[src/rtl/trig_irq_pkg.sv]
package trig_irq_pkg;
  localparam int ID_W     = 4;
  localparam int OP_W     = 2;
  localparam int NUM_CTRL = 7;

  typedef enum logic [ID_W-1:0] {
    RID_MODE_A = 4'd0,
    RID_MODE_B = 4'd1,
    RID_MODE_C = 4'd2,
    RID_SRCSEL = 4'd3,
    RID_ROUTE  = 4'd4,
    RID_WAKEEN = 4'd5,
    RID_MASK   = 4'd6,
    RID_RISE   = 4'd7,
    RID_FALL   = 4'd8,
    RID_PEND0  = 4'd9,
    RID_PEND1  = 4'd10,
    RID_TEST   = 4'd11
  } reg_id_e;

  typedef enum logic [OP_W-1:0] {
    OP_READ = 2'd0,
    OP_SET  = 2'd1,
    OP_CLR  = 2'd2
  } reg_op_e;
endpackage

[src/rtl/tirq_sync.sv]
module tirq_sync #(
  parameter int W      = 32,
  parameter int STAGES = 2
) (
  input  logic         clk,
  input  logic         rst_n,
  input  logic [W-1:0] async_in,
  output logic [W-1:0] level,
  output logic [W-1:0] rise_p,
  output logic [W-1:0] fall_p
);
  logic [W-1:0] stage_q [STAGES];
  logic [W-1:0] prev_q;

  genvar s;
  generate
    for (s = 0; s < STAGES; s++) begin : g_stage
      always_ff @(posedge clk) begin
        if (!rst_n) stage_q[s] <= '0;
        else if (s == 0) stage_q[s] <= async_in;
        else stage_q[s] <= stage_q[(s == 0) ? 0 : s-1];
      end
    end
  endgenerate

  always_ff @(posedge clk) begin
    if (!rst_n) prev_q <= '0;
    else prev_q <= stage_q[STAGES-1];
  end

  assign level  = stage_q[STAGES-1];
  assign rise_p = stage_q[STAGES-1] & ~prev_q;
  assign fall_p = ~stage_q[STAGES-1] & prev_q;
endmodule

[src/rtl/tirq_setclr_reg.sv]
module tirq_setclr_reg #(
  parameter int           W       = 32,
  parameter logic [W-1:0] RST_VAL = '0
) (
  input  logic         clk,
  input  logic         rst_n,
  input  logic         set_we,
  input  logic         clr_we,
  input  logic [W-1:0] bits,
  output logic [W-1:0] q
);
  always_ff @(posedge clk) begin
    if (!rst_n) q <= RST_VAL;
    else if (set_we) q <= q | bits;
    else if (clr_we) q <= q & ~bits;
  end
endmodule

[src/rtl/tirq_capture.sv]
module tirq_capture #(
  parameter int W = 32
) (
  input  logic         clk,
  input  logic         rst_n,
  input  logic [W-1:0] level,
  input  logic [W-1:0] rise_p,
  input  logic [W-1:0] fall_p,
  input  logic [W-1:0] mode_a,
  input  logic [W-1:0] mode_b,
  input  logic [W-1:0] mode_c,
  input  logic         clr_rise_we,
  input  logic         clr_fall_we,
  input  logic [W-1:0] clr_bits,
  output logic [W-1:0] rise_cap,
  output logic [W-1:0] fall_cap,
  output logic [W-1:0] active
);
  logic [W-1:0] rise_arm, fall_arm;
  assign rise_arm = ~mode_c & mode_a;
  assign fall_arm = ~mode_c & mode_b;

  genvar i;
  generate
    for (i = 0; i < W; i++) begin : g_src
      // a new event wins over an acknowledge in the same cycle
      always_ff @(posedge clk) begin
        if (!rst_n) begin
          rise_cap[i] <= 1'b0;
          fall_cap[i] <= 1'b0;
        end else begin
          if (rise_p[i] && rise_arm[i]) rise_cap[i] <= 1'b1;
          else if (clr_rise_we && clr_bits[i]) rise_cap[i] <= 1'b0;
          if (fall_p[i] && fall_arm[i]) fall_cap[i] <= 1'b1;
          else if (clr_fall_we && clr_bits[i]) fall_cap[i] <= 1'b0;
        end
      end

      always_comb begin
        unique case ({mode_c[i], mode_b[i], mode_a[i]})
          3'b001, 3'b010, 3'b011:
            active[i] = (rise_cap[i] & mode_a[i]) | (fall_cap[i] & mode_b[i]);
          3'b101:  active[i] = level[i];
          3'b110:  active[i] = ~level[i];
          default: active[i] = 1'b0;
        endcase
      end
    end
  endgenerate
endmodule

[src/rtl/trig_irq_ctrl.sv]
module trig_irq_ctrl
  import trig_irq_pkg::*;
#(
  parameter int NSRC        = 32,
  parameter int SYNC_STAGES = 2,
  parameter int ADDR_W      = 6
) (
  input  logic              clk,
  input  logic              rst_n,
  input  logic [NSRC-1:0]   irq_in,
  input  logic              wr_en,
  input  logic [ADDR_W-1:0] wr_addr,
  input  logic [NSRC-1:0]   wr_data,
  input  logic [ADDR_W-1:0] rd_addr,
  output logic [NSRC-1:0]   rd_data,
  output logic              req0,
  output logic              req1,
  output logic              wake
);
  localparam int ID_LSB = OP_W;

  logic [ID_W-1:0] wr_id, rd_id;
  logic [OP_W-1:0] wr_op;
  assign wr_id = wr_addr[ID_LSB +: ID_W];
  assign wr_op = wr_addr[OP_W-1:0];
  assign rd_id = rd_addr[ID_LSB +: ID_W];

  logic [NSRC-1:0] ctrl_q [NUM_CTRL];

  genvar k;
  generate
    for (k = 0; k < NUM_CTRL; k++) begin : g_ctrl
      localparam logic [NSRC-1:0] RV = (k == int'(RID_ROUTE)) ? {NSRC{1'b1}} : {NSRC{1'b0}};
      logic set_we, clr_we;
      assign set_we = wr_en && (wr_id == ID_W'(k)) && (wr_op == OP_SET);
      assign clr_we = wr_en && (wr_id == ID_W'(k)) && (wr_op == OP_CLR);
      tirq_setclr_reg #(.W(NSRC), .RST_VAL(RV)) u_reg (
        .clk(clk), .rst_n(rst_n), .set_we(set_we), .clr_we(clr_we),
        .bits(wr_data), .q(ctrl_q[k])
      );
    end
  endgenerate

  logic [NSRC-1:0] mode_a_q, mode_b_q, mode_c_q, srcsel_q, route_q, wake_q, mask_q;
  assign mode_a_q = ctrl_q[RID_MODE_A];
  assign mode_b_q = ctrl_q[RID_MODE_B];
  assign mode_c_q = ctrl_q[RID_MODE_C];
  assign srcsel_q = ctrl_q[RID_SRCSEL];
  assign route_q  = ctrl_q[RID_ROUTE];
  assign wake_q   = ctrl_q[RID_WAKEEN];
  assign mask_q   = ctrl_q[RID_MASK];

  logic [NSRC-1:0] lvl, rise_p, fall_p;
  tirq_sync #(.W(NSRC), .STAGES(SYNC_STAGES)) u_sync (
    .clk(clk), .rst_n(rst_n), .async_in(irq_in),
    .level(lvl), .rise_p(rise_p), .fall_p(fall_p)
  );

  logic clr_rise_we, clr_fall_we;
  assign clr_rise_we = wr_en && (wr_id == RID_RISE) && (wr_op == OP_CLR);
  assign clr_fall_we = wr_en && (wr_id == RID_FALL) && (wr_op == OP_CLR);

  logic [NSRC-1:0] rise_cap, fall_cap, active;
  tirq_capture #(.W(NSRC)) u_cap (
    .clk(clk), .rst_n(rst_n), .level(lvl), .rise_p(rise_p), .fall_p(fall_p),
    .mode_a(mode_a_q), .mode_b(mode_b_q), .mode_c(mode_c_q),
    .clr_rise_we(clr_rise_we), .clr_fall_we(clr_fall_we), .clr_bits(wr_data),
    .rise_cap(rise_cap), .fall_cap(fall_cap), .active(active)
  );

  logic [NSRC-1:0] pend0, pend1;
  assign pend0 = active & mask_q & route_q;
  assign pend1 = active & mask_q & ~route_q;
  assign req0  = |pend0;
  assign req1  = |pend1;
  assign wake  = |(active & wake_q);

  always_comb begin
    case (rd_id)
      RID_MODE_A: rd_data = mode_a_q;
      RID_MODE_B: rd_data = mode_b_q;
      RID_MODE_C: rd_data = mode_c_q;
      RID_SRCSEL: rd_data = srcsel_q;
      RID_ROUTE:  rd_data = route_q;
      RID_WAKEEN: rd_data = wake_q;
      RID_MASK:   rd_data = mask_q;
      RID_RISE:   rd_data = rise_cap;
      RID_FALL:   rd_data = fall_cap;
      RID_PEND0:  rd_data = pend0;
      RID_PEND1:  rd_data = pend1;
      default:    rd_data = '0;
    endcase
  end
endmodule

[config.mk]
export PLATFORM = sky130hd
export DESIGN_NAME = trig_irq_ctrl
export DESIGN_NICKNAME = d
export VERILOG_FILES = /design/src/rtl/trig_irq_pkg.sv /design/src/rtl/tirq_sync.sv /design/src/rtl/tirq_setclr_reg.sv /design/src/rtl/tirq_capture.sv /design/src/rtl/trig_irq_ctrl.sv
export SDC_FILE = /design/constraint.sdc
export NUM_CORES = 1
export LEC_CHECK = 0
export BUFFER_PORTS_ARGS = -buffer_cell sky130_fd_sc_hd__buf_2
export CORE_UTILIZATION = 25
export DETAILED_ROUTE_END_ITERATION = 10
export GPL_ROUTABILITY_DRIVEN = 0
export GPL_TIMING_DRIVEN = 0
export PLACE_DENSITY = 0.5
export SYNTH_ARGS = -nofsm -noshare
export SYNTH_HDL_FRONTEND = slang
export SYNTH_SLANG_ARGS = --single-unit
[constraint.sdc]
create_clock -name clk -period 5.8 [get_ports clk]
set_input_delay 1.16 -clock clk [delete_from_list [all_inputs] [get_ports clk]]
set_output_delay 1.16 -clock clk [all_outputs]
set_load 0.02 [all_outputs]
==> metrics.yaml <==
status: "finished with violations"
violations_in_the_final_reports: "capacitance limit, slew limit"
cts-root-to-sink-buffers: 3
synth.top_cells.by_area: "dfxtp_1, a22oi_1, nand2_1"
std_cell_rows: 97
tritoncts_num_sinks: 384
postLayoutCoreUtil: 0.297
grt_max_degree: 12
antenna_violating_nets_post_route: 0
ctsRootBufferMaster: "clkbuf_16"
flow.area_growth_from_synthesis_pct: 17.3
drive_above_1_share: 0.0782
syn_inst: 2179
htreeDepth: 2
ios: 114
worstPathMaxFanout: 10
netlist.area_leader.share: 0.433
grt_util_all_layers: 0.230
peakVddDrop_v: 0.000176
fp.dieArea_mm2: 0.0721
n_fill_cell: 7615
synth_edf_count: 0
ctsHoldBuffers: 0
syn_avg_cell_area_um2: 8.15
final.setup.tns_ns: 0
globalRouteMet1Util: 0.299
post_dr_wirelength_cell_um: 25.8
clk_latency_ns: 0.61
power.density_mw_per_mm2: 284
vias: 18500
use_met3: 0.0498
final_net_count: 2386
worst-endpoint-required_ns: 4.64
die_h_um: 269
critical_path_class: "in -> out"
firstDrtPassIters: 9
initial_core_util: 0.253
fp.coreArea_mm2: 0.0701
grt.met2_usage: 0.354
crit_path_end_kind: "output port"
via_per_inst: 5.64
final-setup-viol-count: 0
post_synth_cell_types: 41
postRouteWirelength_um: 84700
grt_busiest_layer: "met2"
hold_violations: 0
netlist_area_mm2: 0.0178
cts_clock_pin_slew_for_the_worst_setup_and_hold_paths_ns: 0.06
timing.max_cap.violations: 1
first_global_vias: 17200
first_iter_violations: 2519
die_w_um: 269
ys_async_sr_fraction: 0
syn_nets: 2258
worstMarginPinSlew_ns: 1.52
slew_viol_final: 6
report.power.total_mw: 5.92
skew_ns: 0.0255
grt_first_pass_wirelength_um: 120000
buffer_ports.inserted: 78
cts_made_buffers: 45
synth_sequential_area_ratio: 0.433
timing.fmax_ghz: 0.175
ys_warn_count: 0
netlist.top_cell.by_area: "dfxtp_1"
grt_antenna_before_repair: 3
synth_most_common_cell: "dfxtp_1"
setup_repair_after_global_routing_missed_its_margin: "no"
worstSetupStartpointType: "input port"
cts_tree: "done"
place.detailed.hpwl_um: 60500
synth_flop_cell: "dfxtp_1"
timing.final.crit_share: 0.987
synth.top_cells.by_count: "dfxtp_1, nand2_1, a22oi_1, nor2_1, clkbuf_1"
drc: 0
global_route_total_overflow: 0
cellLeakagePower_nw: 6.61
synth-seq-cells: 384
slew_headroom: -0.0244
min_path_type: "reg -> reg"
finalCriticalPeriod_ns: 5.72
critical_path_arrival_ns: 4.56
[critical path: stages]
cell and delay, ns:
buf_2 0.17, nor4b_2 0.93, clkbuf_2 0.65, buf_1 0.95, a22oi_1 0.17, o2111ai_1 0.26, buf_2 0.25
[cell type report]
type,instances,area (um2),area share
repair buffers,81,417,0.0200
clock buffers,71,1360,0.0651
diodes,4,10.0,0.000481
plain buffers,188,728,0.0350
well taps,940,1180,0.0565
flip-flops and latches,384,7690,0.369
multi-input cells,1575,9230,0.443
inverters,32,120,0.00577
clock inverters,8,93.8,0.00451
[cell families after synthesis]
| group | Yosys count | share of synthesized area |
|---|---|---|
| and+or+nand+nor | 1009 | 0.284 |
| AOI/OAI and AO/OA | 565 | 0.235 |
| DFF | 384 | 0.433 |
| buffers and inverters | 220 | 0.0477 |
| xor gates and xnor gates | 1 | 0.000493 |
[report_power, final]
part / internal, mW / switching [mW] / total, mW
Sequential: 2.67 / 0.0264 / 2.70
Combinational: 0.0806 / 0.264 / 0.345
Clock: 1.68 / 1.19 / 2.87
Total: 4.44 / 1.48 / 5.92
[final timing paths]
check,end,slack [ns],cells after the start,from
max,rd_data[11],0.08,7,rd_addr[4]
min,u_sync.stage_q[1][20],0.43,1,u_sync.stage_q[0][20]
max reg2reg,u_cap.fall_cap[21],4.80,3,flip-flop
min reg2reg,u_sync.stage_q[1][20],0.43,1,u_sync.stage_q[0][20]
[metrics by stage]
step	hold slack, ns	setup slack [ns]	instance area, um2	std cells
final	0.425	0.0781	20800	3283
after global placement	0.417	-0.0906	19300	3197
after floorplan	0.412	2.14	17800	2179
after detailed placement	0.417	-0.0775	19400	3199
after CTS	0.428	0.256	20800	3278
after global routing	0.439	0.185	20800	3279
[timing repair]
item / CTS / global route
setup endpoints to repair: 9 / 0
buffers inserted: 0 / 0
resized for setup: 1 / 0
[placed cells by master (no fill, tap or decap), drive strengths merged, types with 2 or more instances in the layout]
| cell | n |
|---|---|
| nor3b | 5 |
| nor3 | 9 |
| o2111ai | 30 |
| and3b | 3 |
| o22ai | 6 |
| a221o | 32 |
| a31o | 14 |
| nor4 | 5 |
| and2 | 96 |
| nand2 | 359 |
| a22oi | 282 |
| a21oi | 81 |
| nand2b | 6 |
| nand3b | 47 |
| nand4 | 28 |
| bufinv | 2 |
| nor4b | 2 |
| clkinv | 5 |
| a221oi | 35 |
| nand3 | 73 |
| clkbuf | 238 |
| nand4b | 29 |
| diode | 4 |
| o21ai | 37 |
| inv | 33 |
| nor2b | 2 |
| a22o | 29 |
| o211ai | 12 |
| dfxtp | 384 |
| nand4bb | 28 |
| nor4bb | 32 |
| nor2 | 282 |
| a222oi | 4 |
| buf | 102 |
[per-layer routing]
layer / share of wire / vias to the layer above / wire [um]
met5: 0.00033 / - / 28
met4: 0.054 / 4 / 4560
met3: 0.11 / 230 / 9040
met2: 0.43 / 1196 / 36800
met1: 0.40 / 8886 / 34200
li1: - / 8187 / -
No activity file was read; power rests on OpenSTA's default activity.
